File: config.mk
export PLATFORM = sky130hd
export DESIGN_NAME = fpm_dram_ctrl
export DESIGN_NICKNAME = d
export VERILOG_FILES = /design/src/rtl/fpm_dram_pkg.sv /design/src/rtl/fpm_wait_cnt.sv /design/src/rtl/fpm_refresh_timer.sv /design/src/rtl/fpm_dram_ctrl.sv
export SDC_FILE = /design/constraint.sdc
export NUM_CORES = 1
export LEC_CHECK = 0
export BUFFER_PORTS_ARGS = -buffer_cell sky130_fd_sc_hd__clkbuf_2
export CORE_MARGIN = 5
export CORE_UTILIZATION = 45
export CTS_CLUSTER_DIAMETER = 200
export CTS_CLUSTER_SIZE = 40
export DETAILED_ROUTE_END_ITERATION = 10
export PLACE_DENSITY = 0.64
export SLEW_MARGIN = 10
export SYNTH_ARGS = -nofsm -noshare
export SYNTH_HDL_FRONTEND = slang
export SYNTH_SLANG_ARGS = --single-unit
File: constraint.sdc
create_clock -name clk_i -period 2.3 [get_ports clk_i]
set_input_delay 0.46 -clock clk_i [delete_from_list [all_inputs] [get_ports clk_i]]
set_output_delay 0.46 -clock clk_i [all_outputs]
set_load 0.005 [all_outputs]
File: src/rtl/fpm_dram_pkg.sv
`timescale 1ns/1ps
package fpm_dram_pkg;
  typedef enum logic [3:0] {
    ST_IDLE, ST_ROW, ST_ACT, ST_COLS, ST_CAS, ST_OPEN, ST_PRE, ST_REF_ROW, ST_REF_ACT
  } fpm_state_e;

  // where to go once precharge completes
  typedef enum logic [1:0] {NX_IDLE, NX_ROW, NX_REF} fpm_next_e;
endpackage

File: src/rtl/fpm_wait_cnt.sv
`timescale 1ns/1ps
module fpm_wait_cnt #(
  parameter int unsigned W = 2
) (
  input  logic         clk_i,
  input  logic         rst_ni,
  input  logic         load_i,
  input  logic [W-1:0] val_i,
  output logic [W-1:0] cnt_o,
  output logic         done_o
);
  logic [W-1:0] cnt_q;

  always_ff @(posedge clk_i or negedge rst_ni) begin
    if (!rst_ni)             cnt_q <= '0;
    else if (load_i)         cnt_q <= val_i;
    else if (cnt_q != '0)    cnt_q <= cnt_q - W'(1);
  end

  assign cnt_o  = cnt_q;
  assign done_o = (cnt_q == '0);
endmodule

File: src/rtl/fpm_refresh_timer.sv
`timescale 1ns/1ps
module fpm_refresh_timer #(
  parameter int unsigned INTERVAL = 3125
) (
  input  logic clk_i,
  input  logic rst_ni,
  input  logic ack_i,
  output logic pend_o
);
  localparam int unsigned TW = $clog2(INTERVAL);

  logic [TW-1:0] tick_q;
  logic          pend_q;

  always_ff @(posedge clk_i or negedge rst_ni) begin
    if (!rst_ni) begin
      tick_q <= '0;
      pend_q <= 1'b0;
    end else begin
      if (tick_q == TW'(INTERVAL - 1)) begin
        tick_q <= '0;
        pend_q <= 1'b1;
      end else begin
        tick_q <= tick_q + TW'(1);
        if (ack_i) pend_q <= 1'b0;
      end
    end
  end

  assign pend_o = pend_q;


  pend_hold_chk: assert property (@(posedge clk_i) disable iff (!rst_ni)
    pend_o && !ack_i |=> pend_o);
endmodule

File: src/rtl/fpm_dram_ctrl.sv
`timescale 1ns/1ps
module fpm_dram_ctrl
  import fpm_dram_pkg::*;
#(
  parameter int unsigned PIN_W        = 9,
  parameter int unsigned DATA_W       = 8,
  parameter int unsigned T_RCD        = 2,
  parameter int unsigned T_CAS        = 2,
  parameter int unsigned T_RP         = 2,
  parameter int unsigned T_RAS        = 3,
  parameter int unsigned REF_INTERVAL = 3125  // 8 ms / 512 rows at 200 MHz
) (
  input  logic                 clk_i,
  input  logic                 rst_ni,
  input  logic                 late_write_i,
  input  logic                 req_valid_i,
  output logic                 req_ready_o,
  input  logic                 req_write_i,
  input  logic [2*PIN_W-1:0]   req_addr_i,
  input  logic [DATA_W-1:0]    req_wdata_i,
  output logic                 rd_valid_o,
  output logic [DATA_W-1:0]    rd_data_o,
  output logic                 ras_no,
  output logic                 cas_no,
  output logic                 we_no,
  output logic                 oe_no,
  output logic [PIN_W-1:0]     dram_addr_o,
  output logic [DATA_W-1:0]    dq_o,
  output logic                 dq_oe_o,
  input  logic [DATA_W-1:0]    dq_i
);
  localparam int unsigned ADDR_W = 2 * PIN_W;
  localparam int unsigned T_M1   = (T_RCD > T_CAS) ? T_RCD : T_CAS;
  localparam int unsigned T_M2   = (T_RP > T_RAS) ? T_RP : T_RAS;
  localparam int unsigned T_MAX  = (T_M1 > T_M2) ? T_M1 : T_M2;
  localparam int unsigned CNT_W  = $clog2(T_MAX + 1);

  fpm_state_e state_q, state_d;
  fpm_next_e  nx_q, nx_d;

  logic [PIN_W-1:0]  row_q, col_q, ref_row_q;
  logic [DATA_W-1:0] wd_q, rd_data_q;
  logic              wr_q, late_q, rd_valid_q;
  logic              accept, hit, ref_pend, ref_ack;
  logic              ld, done, first_cas, in_col, wr_act;
  logic [CNT_W-1:0]  ld_val, cnt;

  fpm_wait_cnt #(.W(CNT_W)) u_wait (
    .clk_i, .rst_ni, .load_i(ld), .val_i(ld_val), .cnt_o(cnt), .done_o(done)
  );

  fpm_refresh_timer #(.INTERVAL(REF_INTERVAL)) u_ref (
    .clk_i, .rst_ni, .ack_i(ref_ack), .pend_o(ref_pend)
  );

  assign req_ready_o = (state_q == ST_IDLE || state_q == ST_OPEN) && !ref_pend;
  assign hit         = (req_addr_i[ADDR_W-1:PIN_W] == row_q);

  always_comb begin
    state_d = state_q;
    nx_d    = nx_q;
    ld      = 1'b0;
    ld_val  = '0;
    accept  = 1'b0;
    ref_ack = 1'b0;
    unique case (state_q)
      ST_IDLE: begin
        if (ref_pend) state_d = ST_REF_ROW;
        else if (req_valid_i) begin
          accept  = 1'b1;
          state_d = ST_ROW;
        end
      end
      ST_ROW: begin
        state_d = ST_ACT;
        ld      = 1'b1;
        ld_val  = CNT_W'(T_RCD - 1);
      end
      ST_ACT:  if (done) state_d = ST_COLS;
      ST_COLS: begin
        state_d = ST_CAS;
        ld      = 1'b1;
        ld_val  = CNT_W'(T_CAS - 1);
      end
      ST_CAS:  if (done) state_d = ST_OPEN;
      ST_OPEN: begin
        if (ref_pend) begin
          state_d = ST_PRE;
          nx_d    = NX_REF;
          ld      = 1'b1;
          ld_val  = CNT_W'(T_RP - 1);
        end else if (req_valid_i) begin
          accept = 1'b1;
          if (hit) state_d = ST_COLS;
          else begin
            state_d = ST_PRE;
            nx_d    = NX_ROW;
            ld      = 1'b1;
            ld_val  = CNT_W'(T_RP - 1);
          end
        end
      end
      ST_PRE: begin
        if (done) begin
          unique case (nx_q)
            NX_ROW:  state_d = ST_ROW;
            NX_REF:  state_d = ST_REF_ROW;
            default: state_d = ST_IDLE;
          endcase
        end
      end
      ST_REF_ROW: begin
        state_d = ST_REF_ACT;
        ref_ack = 1'b1;
        ld      = 1'b1;
        ld_val  = CNT_W'(T_RAS - 1);
      end
      ST_REF_ACT: begin
        if (done) begin
          state_d = ST_PRE;
          nx_d    = NX_IDLE;
          ld      = 1'b1;
          ld_val  = CNT_W'(T_RP - 1);
        end
      end
      default: state_d = ST_IDLE;
    endcase
  end

  always_ff @(posedge clk_i or negedge rst_ni) begin
    if (!rst_ni) begin
      state_q    <= ST_IDLE;
      nx_q       <= NX_IDLE;
      row_q      <= '0;
      col_q      <= '0;
      wd_q       <= '0;
      wr_q       <= 1'b0;
      late_q     <= 1'b0;
      ref_row_q  <= '0;
      rd_valid_q <= 1'b0;
      rd_data_q  <= '0;
    end else begin
      state_q <= state_d;
      nx_q    <= nx_d;
      if (accept) begin
        row_q  <= req_addr_i[ADDR_W-1:PIN_W];
        col_q  <= req_addr_i[PIN_W-1:0];
        wd_q   <= req_wdata_i;
        wr_q   <= req_write_i;
        late_q <= late_write_i;
      end
      if (state_q == ST_REF_ACT && done) ref_row_q <= ref_row_q + PIN_W'(1);
      rd_valid_q <= (state_q == ST_CAS) && done && !wr_q;
      if ((state_q == ST_CAS) && done && !wr_q) rd_data_q <= dq_i;
    end
  end

  assign in_col    = (state_q == ST_COLS) || (state_q == ST_CAS);
  assign first_cas = (state_q == ST_CAS) && (cnt == CNT_W'(T_CAS - 1));
  assign wr_act    = wr_q && in_col;

  assign ras_no  = !(state_q inside {ST_ACT, ST_COLS, ST_CAS, ST_OPEN, ST_REF_ACT});
  assign cas_no  = (state_q != ST_CAS);
  // late write: hold WE high through the column setup and the first CAS-low cycle
  assign we_no   = !(wr_act && (late_q ? (state_q == ST_CAS && !first_cas) : 1'b1));
  assign oe_no   = !(!wr_q && in_col);
  assign dq_oe_o = wr_act;
  assign dq_o    = wd_q;

  always_comb begin
    unique case (state_q)
      ST_COLS, ST_CAS:        dram_addr_o = col_q;
      ST_REF_ROW, ST_REF_ACT: dram_addr_o = ref_row_q;
      default:                dram_addr_o = row_q;
    endcase
  end

  assign rd_valid_o = rd_valid_q;
  assign rd_data_o  = rd_data_q;


  we_oe_excl_chk: assert property (@(posedge clk_i) disable iff (!rst_ni)
    !(!we_no && !oe_no));

  dq_drive_chk: assert property (@(posedge clk_i) disable iff (!rst_ni)
    dq_oe_o |-> oe_no);

  row_hold_chk: assert property (@(posedge clk_i) disable iff (!rst_ni)
    $fell(ras_no) |-> $stable(dram_addr_o));

  col_hold_chk: assert property (@(posedge clk_i) disable iff (!rst_ni)
    $fell(cas_no) |-> $stable(dram_addr_o));

  late_we_chk: assert property (@(posedge clk_i) disable iff (!rst_ni)
    $fell(cas_no) && late_q && dq_oe_o |-> we_no);

  early_we_chk: assert property (@(posedge clk_i) disable iff (!rst_ni)
    $fell(cas_no) && !late_q && dq_oe_o |-> !we_no && $past(!we_no));

  pre_min_chk: assert property (@(posedge clk_i) disable iff (!rst_ni)
    $rose(ras_no) |=> ras_no);

  cas_in_row_chk: assert property (@(posedge clk_i) disable iff (!rst_ni)
    !cas_no |-> !ras_no);

  rd_pulse_chk: assert property (@(posedge clk_i) disable iff (!rst_ni)
    rd_valid_o |=> !rd_valid_o);
endmodule

* Word level (Yosys, flattened, before mapping) *
Cells that the tools add are included.

word-level totals
  output and inout bits = 32
  word-level logic and storage cells = 105
  register bits after elaboration = 67

operators by class
  reduce and logical (&&, ||, !) cells = 31
  muxes and demuxes = 37
  add/subtract/negate cells = 3
  equality and inequality tests = 21

operator list
  cell                   count
  $pmux 4 s9             1
  $mux 4                 8
  $pmux 9 s2             1
  $eq 4x3->1 const B     4
  $mux 1                 15
  $add 12x1->12 const B  1
  $eq 12x12->1 const B   1
  $mux 12                1
  $mux 2                 6
  $add 9x1->9 const B    1
  $eq 9x9->1             1
  $logic_and 1x1->1      9
  $ne 3x2->1 const B     3
  $eq 4x2->1 const B     2
  $ne 2x2->1 const B     4
  $pmux 2 s4             1
  $reduce_bool 2->1      4
  $reduce_or 2->1        4
  $logic_not 1->1        6
  $pmux 3 s2             1
  $reduce_and 6->1       1
  $reduce_bool 5->1      1
  $eq 2x1->1 const B     2
  $eq 4x1->1 const B     1
  other kinds (12)       13

* Logic depth before layout (Yosys ltp) *
Gate-level depths: netlist of run 1.

  word-level depth = 7
  gate-level depth with buffers = 7
  depth with buffers taken out = 6

* Modules after synthesis *
Synthesis of run 1 repeated with hierarchy kept, for this count alone.

second synthesis, totals
  cell total of the unflattened synthesis = 295
  area, all modules = 3,399.5 µm²

by module, submodules not included
  module             cells an instance  sequential area each (µm²)  instances  area an instance (µm²)
  fpm_dram_ctrl      225                1,301.2                     1          2,652.5
  fpm_refresh_timer  58                 325.3                       1          633.1
  fpm_wait_cnt       12                 50.0                        1          113.9

* Worst setup path after synthesis of run 1 *
No wires, ideal clock.

  path type = register to output
  start point = reg state_q[1]
  end point = out dram_addr_o[7]
  path slack = 0.266 ns
  buffers on the path = 2
  arrival time = 1.574 ns
  stages on the path, launching flop included = 7
  data required time = 1.840 ns
  cells stage by stage = dfrtp_1 > buf_6 > or4b_4 > buf_6 > nand2_8 > nor2_4 > a221o_1

on the way
  longest elaborated chain between the ends = 3

RTL lines
  what                                      RTL line              RTL
  from (decl)                               fpm_dram_ctrl.sv:38   fpm_state_e state_q, state_d;
  from (signal assigned)                    fpm_dram_ctrl.sv:143  state_q <= state_d;
  $eq 4x4->1, or another cell as far along  fpm_dram_ctrl.sv:171  unique case (state_q)
  $reduce_or 2->1                           fpm_dram_ctrl.sv:171
  $pmux 9 s2 *                              fpm_dram_ctrl.sv:171
  to (decl)                                 fpm_dram_ctrl.sv:27   output logic [PIN_W-1:0] dram_addr_o,

Mark *: on every way between the ends. The rest lies on a longest branch, timed or not.

* Worst setup path in the final report of run 1 *
  start point = reg state_q[2]
  end point = out dram_addr_o[7]

The elaborated chain is that of the path after synthesis.

==> results.toml, run 1 <==
[run_status]
outcome = "finished with violations"
violations = "negative setup slack"

[pwr]
p_int_mw = 3.50
swShare_pct = 32.9
p_clk_share_pct = 21.1
p_seq_share_pct = 35.7
pwr-share-comb_pct = 43.2
p_leak_nw = 2.16
irDropWorstVdd_v = 0.000416
powerDensity_mw_per_mm2 = 1200
switching_power_mw = 1.72

[clock_tree]
hold_buffers = 0
cts_tree = "done"
clock_sinks = 67
cts_buffers = 9
insertion_delay_ps = 340
clock_path_buffers = 2
htreeDepth = 3
clk_pin_slew_ps = 80
cts_root_buf = "clkbuf_8"

[flow_run]
maxCapViolCount = 0

[logic_synthesis]
ys_ff_latch = 67
synth_edf_count = 0
synth.distinct_cells = 60
synth_area_mm2 = 0.00361
yosysSeqAreaShare_pct = 46.4
synth-async-reset-ratio_pct = 100
synth_area_per_cell_um2 = 11.9
synth_fp_nets = 348
yosysWarnings = 0
ys.flop_type = "dfrtp_1"
postSynthCellCount = 303

[global_routing]
globalRoute.totalOverflow = 0
grt_pass1_wl_um = 13300
grt_pass1_vias = 2736
grt_antenna_before_repair = 0
grtUsageTotal_pct = 16.7
grt_max_degree = 30

[layout]
final_cells = 491
final_cell_area_mm2 = 0.00435
final_common_cell = "dfrtp_1"
layout_common_cells = "67 x dfrtp_1, 62 x clkbuf_2, 28 x mux2_4"
nets = 429
layout-drive-gt1-share_pct = 39.8
insertedDiodeCount = 0
syn_to_final_growth_pct = 20.6

[routing]
detail-route-antenna-nets = 0
vias = 2583
wl_per_cell_um = 15.9
drt_drc_violations_left = 0
first_pass_iters = 4
drt-total-wl_um = 7810
viasPerCell = 5.26
drtIter0Drc = 148

[floorplan]
die_y_um = 99.6
rows = 32
start_util_pct = 46.5
die-area_mm2 = 0.00991
io_pins = 71
die_w_um = 99.6
core_area_mm2 = 0.00777

[timing]
period_minus_slack_ps = 2380
fin_crit_sh_pct = 103
maxSlewHeadroom_pct = 55.7
report.final.slew_viol_count = 0
setup_slack_ps = -75.3
worstMarginPinSlew_ps = 664
fmax_ghz = 0.421
hold_viol = 0
rsz0062_at_grt = "yes"
finalSetupViolations = 9
clock_skew_ps = 12.5

[critical_path]
critPathRequiredTime_ps = 1840
arrival_ps = 1920
crit_chain = "or4b_4 -> nand2_8 -> nor2_4 -> a221o_1 -> clkbuf_2"
crit_path_max_fanout = 9
crit_path_start_kind = "flip-flop"
r2r_end = "dq_o[7]$_DFFE_PN0P_"
r2r_cells = 6
endpoint = "dram_addr_o[7]"
r2r_start = "state_q[2]$_DFFE_PN0P_"
crit_path_end_kind = "output pin"
cp-startpoint = "state_q[2]$_DFFE_PN0P_"
crit_path_max_incr_delay_ps = 600
path_class = "flip-flop to output pin"
r2r_slack_ps = 330
cp_slowest_cell = "or4b_4"

[place]
dp_hpwl_um = 5600
dp_cells = 469
placed_cell_area_mm2 = 0.00405
gp_congestion = 0.813
port-buffer-count = 70

[min_path]
hp-class = "input port to async pin"
## flip-flops by register name, indices dropped and copies added, names as in the netlist
| name | flops |
|---|---|
| col_q | 9 |
| dq_o | 8 |
| late_q | 1 |
| nx_q | 2 |
| rd_data_o | 8 |
| rd_valid_o | 1 |
| ref_row_q | 9 |
| row_q | 9 |
| state_q | 4 |
| u_ref.pend_o | 1 |
| u_ref.tick_q | 12 |
| u_wait.cnt_o | 2 |
| wr_q | 1 |
## cells in the mapped netlist (4+ instances only)
| cell type | number | area, um2 |
|---|---|---|
| nand3_1 | 6 | 30.0 |
| inv_1 | 10 | 37.5 |
| mux2_4 | 28 | 420 |
| ha_1 | 6 | 75.1 |
| xnor2_1 | 18 | 158 |
| nand2_1 | 18 | 67.6 |
| and2_1 | 4 | 25.0 |
| buf_6 | 8 | 90.1 |
| nor2_1 | 12 | 45.0 |
| dfrtp_1 | 67 | 1680 |
| o21ai_0 | 7 | 35.0 |
| nand4_1 | 7 | 43.8 |
| nor2b_1 | 4 | 25.0 |
| a22o_1 | 8 | 70.1 |
| xor2_1 | 10 | 87.6 |
| clkbuf_1 | 4 | 15.0 |
| a21o_1 | 10 | 75.1 |
| mux2_2 | 8 | 90.1 |
## cell type report
cell class,instances,area [um2]
Sequential cell,67,1680
Clock inverter,7,98.8
Fill cell,682,3410
Inverter,10,37.5
Clock buffer,9,124
Multi-Input combinational cell,210,1790
Timing Repair Buffer,86,503
Tap cell,102,128
## per-stage QoR
stage               setup slack (ps)  power, mW  util, %  TNS [ps]  hold WS [ps]
CTS                             -105       5.27     55.8      -546           145
floorplan                        266       3.43        -         0           164
global placement                 269       4.06     52.1         0           476
detailed placement               194       4.10     52.1         0           470
global route                    -146       5.58     56.0     -1410           191
finish                         -75.3       5.22     56.0      -418           143
## worst min path at each step
stage	slack, ps	start	end	cells past startpoint
2_1_floorplan	160	rst_ni	col_q[0]$_DFFE_PN0P_	0
3_3_place_gp	480	ref_row_q[8]$_DFFE_PN0P_	ref_row_q[8]$_DFFE_PN0P_	1
3_5_place_dp	470	ref_row_q[8]$_DFFE_PN0P_	ref_row_q[8]$_DFFE_PN0P_	1
4_1_cts	150	rst_ni	rd_data_o[0]$_DFFE_PN0P_	1
5_1_grt	190	rst_ni	rd_data_o[1]$_DFFE_PN0P_	1
6_report	140	rst_ni	rd_data_o[1]$_DFFE_PN0P_	1
## critical path: cells and delay by family (launching register included)
family | cells | cell delay [ps]
AO/OA/AOI/OAI | 1 | 300
flip-flops | 1 | 410
AND/OR/NAND/NOR | 3 | 760
buffers and inverters | 1 | 110
## power groups by stage
| stage | registers, mW | logic [mW] | clock network (mW) |
|---|---|---|---|
| CTS | 1.86 | 2.27 | 1.13 |
| global route | 1.92 | 2.48 | 1.18 |
| floorplan | 1.83 | 1.60 | 0 |
| finish | 1.86 | 2.26 | 1.10 |
| global placement | 1.87 | 2.19 | 0 |
| detailed placement | 1.88 | 2.22 | 0 |
## layer usage
layer	vias to the layer above	global-route usage [%]	wire (um)
met2	70	26.6	3780
met5	-	0	0
met4	0	5.57	76
met1	1254	21.9	3530
li1	1251	-	-
met3	8	4.63	427
## kinds of logic (layout without fill, tap and decap cells)
family | Yosys count | count (layout) | share of synthesized area (%)
AND/OR/NAND/NOR | 90 | 90 | 15.6
adder cells (fa/ha/maj) | 6 | 6 | 2.08
buffers and inverters | 26 | 112 | 4.54
flip-flops | 67 | 67 | 46.4
multiplexers | 36 | 36 | 14.1
AO/OA/AOI/OAI | 50 | 50 | 10.4
XOR/XNOR | 28 | 28 | 6.79
## timing repair
item / in CTS / in global routing
gates resized for setup: 1 / 12
endpoints found under the setup margin: 9 / 12
buffers inserted: 6 / 0
gates cloned: 0 / 0
pin swaps: 3 / 4
No activity file was read; power rests on OpenSTA's default activity.
==> run 2: changes to the inputs <==
RECOVER_POWER = 100   (was unset)
==> run 2 against run 1 <==
- the run ends with max-capacitance violations, max-slew violations, negative setup slack left
- via count rose by 0.74%
- utilization fell by 0.40 points
- cell count did not move
- power fell by 0.48%
- critical path type unchanged
==> results.toml, run 2 (synthesis gave the netlist of run 1 again) <==
[floorplan]
die-area_mm2 = 0.00991
core_area_mm2 = 0.00777
die_w_um = 99.6
start_util_pct = 46.5
die_y_um = 99.6
rows = 32
io_pins = 71

[global_routing]
grtUsageTotal_pct = 16.7
grt_pass1_vias = 2736
grt_max_degree = 30
grt_pass1_wl_um = 13300
grt_antenna_before_repair = 0
globalRoute.totalOverflow = 0

[critical_path]
arrival_ps = 1920
crit_path_end_kind = "output pin"
crit_path_start_kind = "flip-flop"
critPathRequiredTime_ps = 1840
crit_path_max_fanout = 9
path_class = "flip-flop to output pin"
cp-startpoint = "state_q[2]$_DFFE_PN0P_"
r2r_start = "state_q[2]$_DFFE_PN0P_"

[clock_tree]
htreeDepth = 3
insertion_delay_ps = 340
clock_path_buffers = 2
clk_pin_slew_ps = 80
cts_buffers = 9
clock_sinks = 67
cts_tree = "done"
cts_root_buf = "clkbuf_8"
hold_buffers = 0

[place]
port-buffer-count = 70
gp_congestion = 0.813
dp_hpwl_um = 5600
dp_slack_ps = 194

[layout]
layout-drive-gt1-share_pct = 37.0
final_common_cell = "dfrtp_1"
multi_input_area_mm2 = 0.00179
insertedDiodeCount = 0
nets = 429
fillCellCount = 681
top_register = "u_ref.tick_q"
largest_register_ffs = 12
register_area_mm2 = 0.00168
fin_util_pct = 55.6
layout_common_cells = "67 x dfrtp_1, 54 x clkbuf_2, 28 x mux2_4"
syn_to_final_growth_pct = 19.7

[routing]
vias = 2602
drt_drc_violations_left = 0
detail-route-antenna-nets = 0
first_pass_iters = 4
drtIter0Drc = 151
viasPerCell = 5.30
wl_per_cell_um = 15.9
drt-total-wl_um = 7830

[timing]
tns_ps = -415
hold_viol = 0
clock_skew_ps = 13.1
report.final.slew_viol_count = 27
rsz0062_at_grt = "yes"
worstMarginPinSlew_ps = 1500
fin_crit_sh_pct = 103
setup_slack_ps = -78.8
fmax_ghz = 0.420
finalSetupViolations = 9
maxSlewHeadroom_pct = -0.211
period_minus_slack_ps = 2380

[min_path]
hp-start = "req_wdata_i[1]"
hp-class = "input port to flip-flop"

[pwr]
irDropWorstVdd_v = 0.000416
p_leak_nw = 2.12
powerDensity_mw_per_mm2 = 1200

[flow_run]
maxCapViolCount = 1

[run_status]
violations = "max-capacitance violations, max-slew violations, negative setup slack"
outcome = "finished with violations"
[run 2: worst max-delay path: stages, from the launching register on]
cell and delay, ps:
dfrtp_1 410, or4b_4 600, nand2_8 100, nor2_4 60, a221o_1 300, clkbuf_2 110
[run 2: final cells by class]
cell class	instances	area share (%)
repair buffers	86	10.9
flip-flops and latches	67	38.8
well taps	102	2.95
clock inverters	7	2.29
multi-input cells	210	41.3
inverters	10	0.869
clock buffers	9	2.87
[run 2: metrics by stage]
| step | cell area, um2 | power (mW) | hold WS, ps | instances |
|---|---|---|---|---|
| final | 4320 | 5.19 | 344 | 491 |
| after global routing | 4320 | 5.55 | 331 | 491 |
| after CTS | 4340 | 5.27 | 145 | 491 |
| after detailed placement | 4050 | 4.10 | 470 | 469 |
| after global placement | 4050 | 4.06 | 476 | 469 |
| after floorplan | 3610 | 3.43 | 164 | 303 |
[run 2: per-layer routing]
| layer | vias to the layer above | GRT usage, % | wire [um] |
|---|---|---|---|
| met1 | 1259 | 21.9 | 3510 |
| met4 | 0 | 5.57 | 124 |
| met2 | 75 | 26.6 | 3730 |
| li1 | 1252 | - | - |
| met3 | 16 | 4.63 | 459 |
| met5 | - | 0 | 0 |
[run 2: final timing paths]
path                            cells past startpoint                       end  slack, ps
worst max-delay path                                5            dram_addr_o[7]        -80
worst min-delay path                                2       dq_o[1]$_DFFE_PN0P_        340
worst min register to register                      1  ref_row_q[8]$_DFFE_PN0P_        480
min in group asynchronous                           1  rd_data_o[1]$_DFFE_PN0P_        470
worst max register to register                      6       dq_o[7]$_DFFE_PN0P_        330
max in group asynchronous                           2    state_q[0]$_DFFE_PN0P_        370
[run 2: power by group]
group | total (mW) | switching, mW | internal [mW] | leakage (nW)
sequential | 1.86 | 0.282 | 1.58 | 0.829
combinational | 2.23 | 0.955 | 1.28 | 1.18
clock | 1.10 | 0.482 | 0.618 | 0.110
[run 2: what timing repair did]
action                     in CTS  in global routing
setup endpoints to repair       9                 12
setup buffers                   6                  0
pin swaps                       3                  4
resized for setup               1                 12
cloned                          0                  0
==> run 3: changes to the inputs <==
CORE_MARGIN = unset   (was 5)
==> run 3 against run 2 <==
- the run still ends with max-capacitance violations, max-slew violations, negative setup slack left
- clock-buffer cell count is 1 higher
- maximum frequency is 0.79% lower
- cell count is 0.20% higher
- power is 1.1% lower
- first-iteration DRC count is 1.3% lower
- utilization is 0.27 points higher
- clock skew is 4.6 ps lower
- clock power is 9% lower
- sequential power hardly changed
==> results.toml, run 3 (synthesis gave the netlist of run 1 again) <==
[run_status]
outcome = "finished with violations"
violations = "max-capacitance violations, max-slew violations, negative setup slack"

[global_routing]
globalRoute.totalOverflow = 0
grt_max_degree = 68
grtUsageTotal_pct = 18.9
grt_pass1_vias = 2497
grt_pass1_wl_um = 12300
grt_antenna_before_repair = 0

[floorplan]
io_pins = 71
rows = 32
die_w_um = 91.6
die_y_um = 91.6
core_area_mm2 = 0.00773
die-area_mm2 = 0.00838
start_util_pct = 46.7

[layout]
fillCellCount = 683
top_register = "u_ref.tick_q"
syn_to_final_growth_pct = 19.7
layout-drive-gt1-share_pct = 39.0
nets = 430
fin_util_pct = 55.9
final_cells = 492
insertedDiodeCount = 0
layout_common_cells = "66 x dfrtp_1, 65 x clkbuf_2, 28 x mux2_4"
largest_register_ffs = 12
final_common_cell = "dfrtp_1"

[critical_path]
crit_path_start_kind = "flip-flop"
r2r_slack_ps = 290
r2r_end = "col_q[5]$_DFFE_PN0P_"
r2r_start = "state_q[2]$_DFFE_PN0P_"
critPathRequiredTime_ps = 1840
crit_path_end_kind = "output pin"
path_class = "flip-flop to output pin"
r2r_cells = 6
arrival_ps = 1940
crit_path_max_fanout = 5

[routing]
vias = 2588
viasPerCell = 5.26
drtIter0Drc = 149
detail-route-antenna-nets = 0
drt-total-wl_um = 7480
drt_drc_violations_left = 0
first_pass_iters = 4
wl_per_cell_um = 15.2

[clock_tree]
cts_root_buf = "clkbuf_8"
clock_sinks = 67
cts_buffers = 9
insertion_delay_ps = 340
cts_tree = "done"
htreeDepth = 3
clock_path_buffers = 2
clk_pin_slew_ps = 80

[pwr]
powerDensity_mw_per_mm2 = 1190
irDropWorstVdd_v = 0.000421
p_leak_nw = 2.13
finalPower_mw = 5.14

[timing]
worst_hold_slack_ps = 342
rsz0062_at_grt = "yes"
worstMarginPinSlew_ps = 1620
clock_skew_ps = 8.55
fin_crit_sh_pct = 104
setup_slack_ps = -97.9
finalSetupViolations = 11
period_minus_slack_ps = 2400
maxSlewHeadroom_pct = -7.79
report.final.slew_viol_count = 68
fmax_ghz = 0.417
hold_viol = 0

[place]
gp_congestion = 0.809
dp_cells = 467
dp_hpwl_um = 5060
port-buffer-count = 70

[flow_run]
maxCapViolCount = 1

[min_path]
hold_end = "col_q[6]$_DFFE_PN0P_"
hold_depth = 2
hp-start = "req_addr_i[6]"
hp-class = "input port to flip-flop"
run 3: cell types whose count changed in the layout (fill, tap and decap cells not counted), sizes merged:
cell / delta
inv: -1
clkinvlp: +1
clkbuf: +5
bufinv: -1
nor2: +1
buf: -4
run 3: routing by layer:
metal,global-route usage [%],vias to the layer above,share of wire (%)
li1,-,1254,-
met1,26.2,1267,48
met2,29.6,58,46
met3,4.10,9,4.4
met4,5.95,0,1.1
met5,0,-,0
run 3: worst max-delay path by stage:
stage,startpoint,end
2_1_floorplan,state_q[1]$_DFFE_PN0P_,dram_addr_o[7]
3_3_place_gp,state_q[1]$_DFFE_PN0P_,dram_addr_o[8]
3_5_place_dp,state_q[1]$_DFFE_PN0P_,dram_addr_o[0]
4_1_cts,state_q[1]$_DFFE_PN0P_,dram_addr_o[7]
5_1_grt,state_q[1]$_DFFE_PN0P_,dram_addr_o[0]
6_report,state_q[1]$_DFFE_PN0P_,dram_addr_o[8]
run 3: metrics by stage:
step                      area (um2)  setup slack [ps]  TNS [ps]
final                           4320             -97.9      -707
after floorplan                 3610               266         0
after detailed placement        4030               162         0
after global placement          4030               213         0
after CTS                       4320             -85.9      -632
after global routing            4320              -155     -1390
run 3: layout make-up:
cell class              instances  area (um2)  share of cell area [%]
well taps                     102         128                    2.95
repair buffers                 86         487                    11.3
flip-flops and latches         67        1680                    38.8
multi-input cells             211        1790                    41.4
clock buffers                  10         138                    3.19
inverters                      10        37.5                   0.869
clock inverters                 6        63.8                    1.48
run 3: repair_timing:
item	CTS	global route
hold buffers	0	0
setup buffers	6	1
pin swaps	6	6
gates cloned	1	1
gates resized for setup	4	5
setup endpoints to repair	9	12
run 3: where the power goes:
part	total (mW)	switching, mW	internal, mW
Sequential	1.87	0.289	1.58
Combinational	2.27	0.956	1.31
Clock	0.997	0.467	0.530
Total	5.14	1.71	3.42
run 3: critical path, cell delays in order (launching register included):
cell and delay, ps:
dfrtp_2 420, or3b_4 410, a21oi_4 250, buf_4 180, a22o_1 140, a21o_1 90
clkbuf_2 110
